==> src/rtl/sfc_pkg.sv <==
package sfc_pkg;
    localparam int OPW  = 8;
    localparam int CNTW = 6;
    localparam int ADRW = 24;
    localparam logic [CNTW-1:0] CNT_MAX = '1;

    localparam logic [OPW-1:0] OP_RDSR = 8'h05;
    localparam logic [OPW-1:0] OP_WREN = 8'h06;
    localparam logic [OPW-1:0] OP_WRDI = 8'h04;
    localparam logic [OPW-1:0] OP_WRSR = 8'h01;
    localparam logic [OPW-1:0] OP_PROG = 8'h02;
    localparam logic [OPW-1:0] OP_BERS = 8'h20;
    localparam logic [OPW-1:0] OP_CERS = 8'h60;
    localparam logic [OPW-1:0] OP_PROT = 8'h36;
    localparam logic [OPW-1:0] OP_UNPR = 8'h39;

    // bits a guarded command needs before the select rise; 0 = not guarded
    function automatic logic [CNTW-1:0] need_bits(input logic [OPW-1:0] op);
        case (op)
            OP_WRSR: need_bits = 6'd16;
            OP_PROG: need_bits = 6'd40;
            OP_BERS, OP_PROT, OP_UNPR: need_bits = 6'd32;
            OP_CERS: need_bits = 6'd8;
            default: need_bits = '0;
        endcase
    endfunction

    typedef struct packed {
        logic            wel;
        logic            lock;
        logic            allp;
        logic            pend;
        logic            start;
        logic [OPW-1:0]  op;
        logic [ADRW-1:0] addr;
    } ctl_t;
endpackage

==> src/rtl/sfc_edges.sv <==
module sfc_edges (
    input  logic clk,
    input  logic rst_n,
    input  logic sck,
    input  logic cs_n,
    output logic sck_rise,
    output logic sck_fall,
    output logic cs_rise
);
    typedef struct packed { logic sck; logic cs; } edg_t;
    edg_t e_d, e_q;

    always_comb begin
        e_d.sck = sck;
        e_d.cs  = cs_n;
    end

    always_ff @(posedge clk) begin
        if (!rst_n) e_q <= '{sck: 1'b0, cs: 1'b1};
        else        e_q <= e_d;
    end

    assign sck_rise = sck & ~e_q.sck & ~cs_n;
    assign sck_fall = ~sck & e_q.sck & ~cs_n;
    assign cs_rise  = cs_n & ~e_q.cs;
endmodule

==> src/rtl/sfc_rx.sv <==
module sfc_rx
    import sfc_pkg::*;
(
    input  logic            clk,
    input  logic            rst_n,
    input  logic            sel,
    input  logic            rise,
    input  logic            si,
    output logic [CNTW-1:0] bits,
    output logic [OPW-1:0]  op,
    output logic [7:0]      wbyte,
    output logic [ADRW-1:0] addr
);
    localparam int SHW = OPW + ADRW;

    typedef struct packed {
        logic [CNTW-1:0] cnt;
        logic [SHW-1:0]  sh;
        logic [OPW-1:0]  op;
        logic [7:0]      wb;
    } rx_t;
    rx_t r_d, r_q;

    always_comb begin
        r_d = r_q;
        if (!sel) begin
            r_d.cnt = '0;
        end else if (rise) begin
            if (r_q.cnt < CNTW'(SHW)) r_d.sh = {r_q.sh[SHW-2:0], si};
            if (r_q.cnt != CNT_MAX)   r_d.cnt = r_q.cnt + 1'b1;
            if (r_q.cnt == CNTW'(OPW-1)) r_d.op = {r_q.sh[OPW-2:0], si};
            if (r_q.cnt == CNTW'(OPW+7)) r_d.wb = {r_q.sh[6:0], si};
        end
    end

    always_ff @(posedge clk) begin
        if (!rst_n) r_q <= '0;
        else        r_q <= r_d;
    end

    assign bits  = r_q.cnt;
    assign op    = r_q.op;
    assign wbyte = r_q.wb;
    assign addr  = r_q.sh[ADRW-1:0];
endmodule

==> src/rtl/sfc_tx.sv <==
module sfc_tx (
    input  logic       clk,
    input  logic       rst_n,
    input  logic       sel,
    input  logic       fall,
    input  logic       en,
    input  logic [7:0] status,
    output logic       so,
    output logic       so_oe
);
    typedef struct packed {
        logic       act;
        logic       so;
        logic [6:0] sr;
        logic [2:0] cnt;
    } tx_t;
    tx_t t_d, t_q;

    always_comb begin
        t_d = t_q;
        if (!sel) begin
            t_d.act = 1'b0;
            t_d.cnt = '0;
        end else if (fall && en) begin
            t_d.act = 1'b1;
            if (t_q.cnt == '0) begin
                t_d.so  = status[7];
                t_d.sr  = status[6:0];
                t_d.cnt = 3'd7;
            end else begin
                t_d.so  = t_q.sr[6];
                t_d.sr  = {t_q.sr[5:0], 1'b0};
                t_d.cnt = t_q.cnt - 1'b1;
            end
        end
    end

    always_ff @(posedge clk) begin
        if (!rst_n) t_q <= '0;
        else        t_q <= t_d;
    end

    assign so    = t_q.so;
    assign so_oe = t_q.act;
endmodule

==> src/rtl/sfc_busy_tmr.sv <==
module sfc_busy_tmr #(
    parameter int TMRW = 16
) (
    input  logic            clk,
    input  logic            rst_n,
    input  logic            load,
    input  logic [TMRW-1:0] len,
    output logic            run
);
    logic [TMRW-1:0] cnt_d, cnt_q;

    always_comb begin
        cnt_d = cnt_q;
        if (load)              cnt_d = len;
        else if (cnt_q != '0)  cnt_d = cnt_q - 1'b1;
    end

    always_ff @(posedge clk) begin
        if (!rst_n) cnt_q <= '0;
        else        cnt_q <= cnt_d;
    end

    assign run = (cnt_q != '0);
endmodule

==> src/rtl/sflash_cmd_ctrl.sv <==
module sflash_cmd_ctrl
    import sfc_pkg::*;
#(
    parameter int TMRW = 16
) (
    input  logic            clk,
    input  logic            rst_n,
    input  logic            cs_n,
    input  logic            sck,
    input  logic            si,
    output logic            so,
    output logic            so_oe,
    input  logic [TMRW-1:0] busy_len,
    output logic            eng_start,
    output logic [OPW-1:0]  eng_op,
    output logic [ADRW-1:0] eng_addr,
    input  logic            eng_done,
    input  logic            eng_abort
);
    logic            sck_rise, sck_fall, cs_rise;
    logic [CNTW-1:0] rx_bits;
    logic [OPW-1:0]  rx_op;
    logic [7:0]      rx_byte;
    logic [ADRW-1:0] rx_addr;
    logic            tmr_run, tmr_load, busy, rd_en;
    logic [CNTW-1:0] need;
    logic [7:0]      status;
    ctl_t            s_d, s_q;

    sfc_edges u_edges (
        .clk(clk), .rst_n(rst_n), .sck(sck), .cs_n(cs_n),
        .sck_rise(sck_rise), .sck_fall(sck_fall), .cs_rise(cs_rise)
    );

    sfc_rx u_rx (
        .clk(clk), .rst_n(rst_n), .sel(~cs_n), .rise(sck_rise), .si(si),
        .bits(rx_bits), .op(rx_op), .wbyte(rx_byte), .addr(rx_addr)
    );

    sfc_tx u_tx (
        .clk(clk), .rst_n(rst_n), .sel(~cs_n), .fall(sck_fall), .en(rd_en),
        .status(status), .so(so), .so_oe(so_oe)
    );

    sfc_busy_tmr #(.TMRW(TMRW)) u_tmr (
        .clk(clk), .rst_n(rst_n), .load(tmr_load), .len(busy_len), .run(tmr_run)
    );

    assign busy   = s_q.pend | tmr_run;
    assign rd_en  = (rx_bits >= CNTW'(OPW)) && (rx_op == OP_RDSR);
    assign need   = need_bits(rx_op);
    assign status = {s_q.lock, 4'b0000, s_q.allp, s_q.wel, busy};

    always_comb begin
        s_d       = s_q;
        s_d.start = 1'b0;
        tmr_load  = 1'b0;
        if (s_q.pend && (eng_done || eng_abort)) begin
            s_d.pend = 1'b0;
            s_d.wel  = 1'b0;
        end
        if (cs_rise && (rx_bits >= CNTW'(OPW)) && !busy) begin
            if (rx_op == OP_WREN) begin
                if (rx_bits == CNTW'(OPW)) s_d.wel = 1'b1;
            end else if (rx_op == OP_WRDI) begin
                if (rx_bits == CNTW'(OPW)) s_d.wel = 1'b0;
            end else if ((need != '0) && s_q.wel) begin
                if (rx_bits < need) begin
                    s_d.wel = 1'b0;
                end else if (rx_op == OP_WRSR) begin
                    s_d.wel  = 1'b0;
                    s_d.lock = rx_byte[7];
                    tmr_load = 1'b1;
                    if (!s_q.lock) begin
                        if (rx_byte[5:2] == 4'hF)      s_d.allp = 1'b1;
                        else if (rx_byte[5:2] == 4'h0) s_d.allp = 1'b0;
                    end
                end else begin
                    s_d.start = 1'b1;
                    s_d.pend  = 1'b1;
                    s_d.op    = rx_op;
                    s_d.addr  = (need >= CNTW'(OPW + ADRW)) ? rx_addr : '0;
                    tmr_load  = 1'b1;
                end
            end
        end
    end

    always_ff @(posedge clk) begin
        if (!rst_n) s_q <= '0;
        else        s_q <= s_d;
    end

    assign eng_start = s_q.start;
    assign eng_op    = s_q.op;
    assign eng_addr  = s_q.addr;
endmodule

==> config.mk <==
export PLATFORM = sky130hd
export DESIGN_NAME = sflash_cmd_ctrl
export DESIGN_NICKNAME = d
export VERILOG_FILES = /design/src/rtl/sfc_pkg.sv /design/src/rtl/sfc_edges.sv /design/src/rtl/sfc_rx.sv /design/src/rtl/sfc_tx.sv /design/src/rtl/sfc_busy_tmr.sv /design/src/rtl/sflash_cmd_ctrl.sv
export SDC_FILE = /design/constraint.sdc
export NUM_CORES = 1
export LEC_CHECK = 0
export ABC_CLOCK_PERIOD_IN_PS = 2600
export BUFFER_PORTS_ARGS = -buffer_cell sky130_fd_sc_hd__buf_4
export CELL_PAD_IN_SITES_DETAIL_PLACEMENT = 1
export CELL_PAD_IN_SITES_GLOBAL_PLACEMENT = 2
export CORE_MARGIN = 5
export CORE_UTILIZATION = 32
export DETAILED_ROUTE_END_ITERATION = 8
export PLACE_DENSITY = 0.74
export SLEW_MARGIN = 20
export SYNTH_ARGS = -nofsm -noshare
export SYNTH_HDL_FRONTEND = slang
export SYNTH_SLANG_ARGS = --single-unit
==> constraint.sdc <==
create_clock -name clk -period 2.6 [get_ports clk]
set_input_delay 0.39 -clock clk [delete_from_list [all_inputs] [get_ports clk]]
set_output_delay 0.39 -clock clk [all_outputs]
set_load 0.005 [all_outputs]
==> out/qor.yml <==
worst_setup_path:
  required_ps: 2870
  crit_type: "reg2reg"
  crit_family: "compound AO/OA/AOI/OAI gates"
  crit_path_top_delay_cell: "dfxtp_4"
  startpoint_type: "flop"
  critPathMaxStageDelay_ps: 380
  endpoint_kind: "flop"
  path_buf_inv: 2
  worstPathMaxFanout: 11
  cp.arrival_ps: 2760
  path_cells: "nor4_4 > nand2_2 > nor3_4 > inv_2 > ha_2 > o21ai_1 > a32oi_2 > o2111a_1 > buf_4 > o2bb2ai_1"
global_route:
  grtUsageMet3: 0.0233
  grt_max_degree: 30
  grt_overflow_total: 0
  grt_pass1_vias: 4026
  antenna_found_initial: 0
  grt_busiest_layer: "met2"
  grt_pass1_wl_um: 19700
  grt_usage: 0.131
  grtUsageMet1: 0.170
  met2_usage: 0.218
sta:
  fin_ws_ps: 109
  report.final.slew_viol_count: 0
  whs_ps: 239
  max_slew.worst_pin.slew_ps: 525
  fin_setup_tns_ps: 0
  finClkSkew_ps: 7.70
  clock.fmax_ghz: 0.401
  final-setup-viol-count: 0
  hold_viol_final: 0
  fin_crit_sh: 0.958
  timing.final.crit_period_ps: 2490
  relSlewSlack: 0.650
power:
  ir_drop_mv: 0.291
  power.density_mw_per_mm2: 654
  p_total_mw: 3.85
  p_leak_nw: 2.37
synthesis:
  netlist_instances: 579
  yosysSeqAreaShare: 0.432
  yosys-top-cells-area: "dfxtp_1, mux2i_1, nand2_1, buf_4, a21oi_1"
  ys_types: 58
  synthArstFlopShare: 0
  yosys.area.top_type: "dfxtp_1"
  syn_nets: 609
  synth_top_area_frac: 0.432
  synth.avg_cell_area_um2: 8.81
  yosysMostFrequentCell: "nand2_1"
  syn_area_mm2: 0.00510
  synth_edf_count: 0
  synthTopCellsByCount: "nand2_1, dfxtp_1, mux2i_1"
  synthFlopType: "dfxtp_1"
  ys_warn_count: 0
  synth_seq_cells: 110
clock_tree:
  cts-root-buf: "clkbuf_16"
  cts_tree: "built"
  numCtsBuffers: 9
  htree_levels: 3
  cts_buffer_depth: 2
  insertion_delay_ps: 340
  cts.sinks: 110
  clkSlewWorstSetupHoldPaths_ps: 70
  ctsHoldBuffers: 0
finish:
  diodes: 0
  fin_area_mm2: 0.00589
  fin_nets: 634
  drive_above_1_share: 0.207
  fin_util: 0.374
  syn2layout_area_growth_pct: 15.4
  stdcell_count: 824
placed_design:
  gp_congestion: 0.774
  placed_cell_area_mm2: 0.00555
  io_buffers: 57
  dpl.hpwl_um: 8820
  placedCellCount: 806
  dpl_worst_slack_ps: -55.6
min_path:
  hold_class: "in2reg"
detailed_routing:
  wl_um: 12000
  firstDrtPassIters: 4
  drc: 0
  drtIter0Drc: 148
  num_vias: 3947
  vias_per_cell: 4.79
  wl_per_cell_um: 14.6
  drtAntennaViolNets: 0
floorplan:
  start_util: 0.324
  ios: 58
  chipWidth_um: 136
  die_y_um: 136
  die-area_mm2: 0.0186
  row_count: 46
  core_mm2: 0.0158
outcome:
  status: "completed"
flow_run:
  cap_viol_max_count: 0
==> cell type report <==
type,count,area [um2]
Timing Repair Buffer,79,606
Tap cell,216,270
Fill cell,1882,9880
Clock buffer,11,233
Sequential cell,110,2210
Inverter,10,37.5
Multi-Input combinational cell,394,2510
Clock inverter,4,25.0
==> final timing paths <==
| check | startpoint | to | slack (ps) | depth (start not counted) |
|---|---|---|---|---|
| worst min register to register | u_tx.t_q[3] | u_tx.t_q[3] | 460 | 2 |
| worst max register to register | u_rx.op[5] | u_tmr.cnt_q[5] | 110 | 10 |
| worst min-delay path | busy_len[11] | u_tmr.cnt_q[11] | 240 | 2 |
| worst max-delay path | u_rx.op[5] | u_tmr.cnt_q[5] | 110 | 10 |
==> logic make-up after synthesis <==
family / count (synthesis) / synth area share
xor+xnor: 14 / 0.0240
flops: 110 / 0.432
buf+inv: 75 / 0.0875
simple gates: 240 / 0.231
compound gates: 83 / 0.111
mux: 50 / 0.0981
fa+ha+maj: 7 / 0.0172
==> layer usage <==
metal	up-vias	share of wire
li1	2001	-
met1	1894	0.48
met2	36	0.49
met3	16	0.023
met4	0	0.016
met5	-	0
==> flip-flops by register name, summed over array words and instances (netlist names) <==
| register | cells |
|---|---|
| u_rx.wbyte | 5 |
| u_rx.addr | 24 |
| eng_op | 8 |
| u_rx.bits | 6 |
| eng_start | 1 |
| eng_addr | 24 |
| u_edges.e_q | 2 |
| u_tx.so | 1 |
| u_tmr.cnt_q | 16 |
| u_rx.op | 8 |
| u_tx.so_oe | 1 |
| u_tx.t_q | 10 |
| s_q | 4 |
==> cells in the final DEF (no fill, tap or decap), types with 3 or more instances in the layout <==
cell | netlist | final
nor4_2 | 3 | 3
o2bb2ai_1 | 10 | 10
and2_1 | 3 | 3
xnor2_1 | 5 | 5
nand2b_1 | 5 | 5
inv_1 | 9 | 9
a22o_1 | 4 | 4
dfxtp_1 | 110 | 103
nand3b_1 | 5 | 5
buf_4 | 34 | 78
xor2_1 | 9 | 9
o211ai_1 | 3 | 3
nor4_4 | 2 | 3
nand4_1 | 5 | 5
nand3_1 | 11 | 11
a211oi_1 | 7 | 7
o21ai_0 | 4 | 3
clkbuf_16 | 0 | 9
ha_1 | 7 | 6
nor2_1 | 38 | 37
mux2i_1 | 50 | 50
a21oi_1 | 38 | 38
nor4_1 | 4 | 3
or3_1 | 4 | 4
dfxtp_2 | 0 | 6
nor3_1 | 6 | 6
nor2b_1 | 4 | 4
nand2_1 | 129 | 129
and3_1 | 3 | 3
==> power breakdown <==
group	leakage (nW)	total [mW]	internal, mW	switching [mW]
Clock	0.121	1.24	0.643	0.600
Sequential	0.893	1.87	1.77	0.0969
Combinational	1.35	0.740	0.321	0.419
Total	2.37	3.85	2.74	1.12
==> what timing repair did <==
action | in CTS | in global routing
gates resized for setup | 3 | 15
setup buffers | 0 | 3
endpoints found under the setup margin | 49 | 48
pin swaps | 0 | 5
Note: power is estimated with default switching activity, not from simulation.
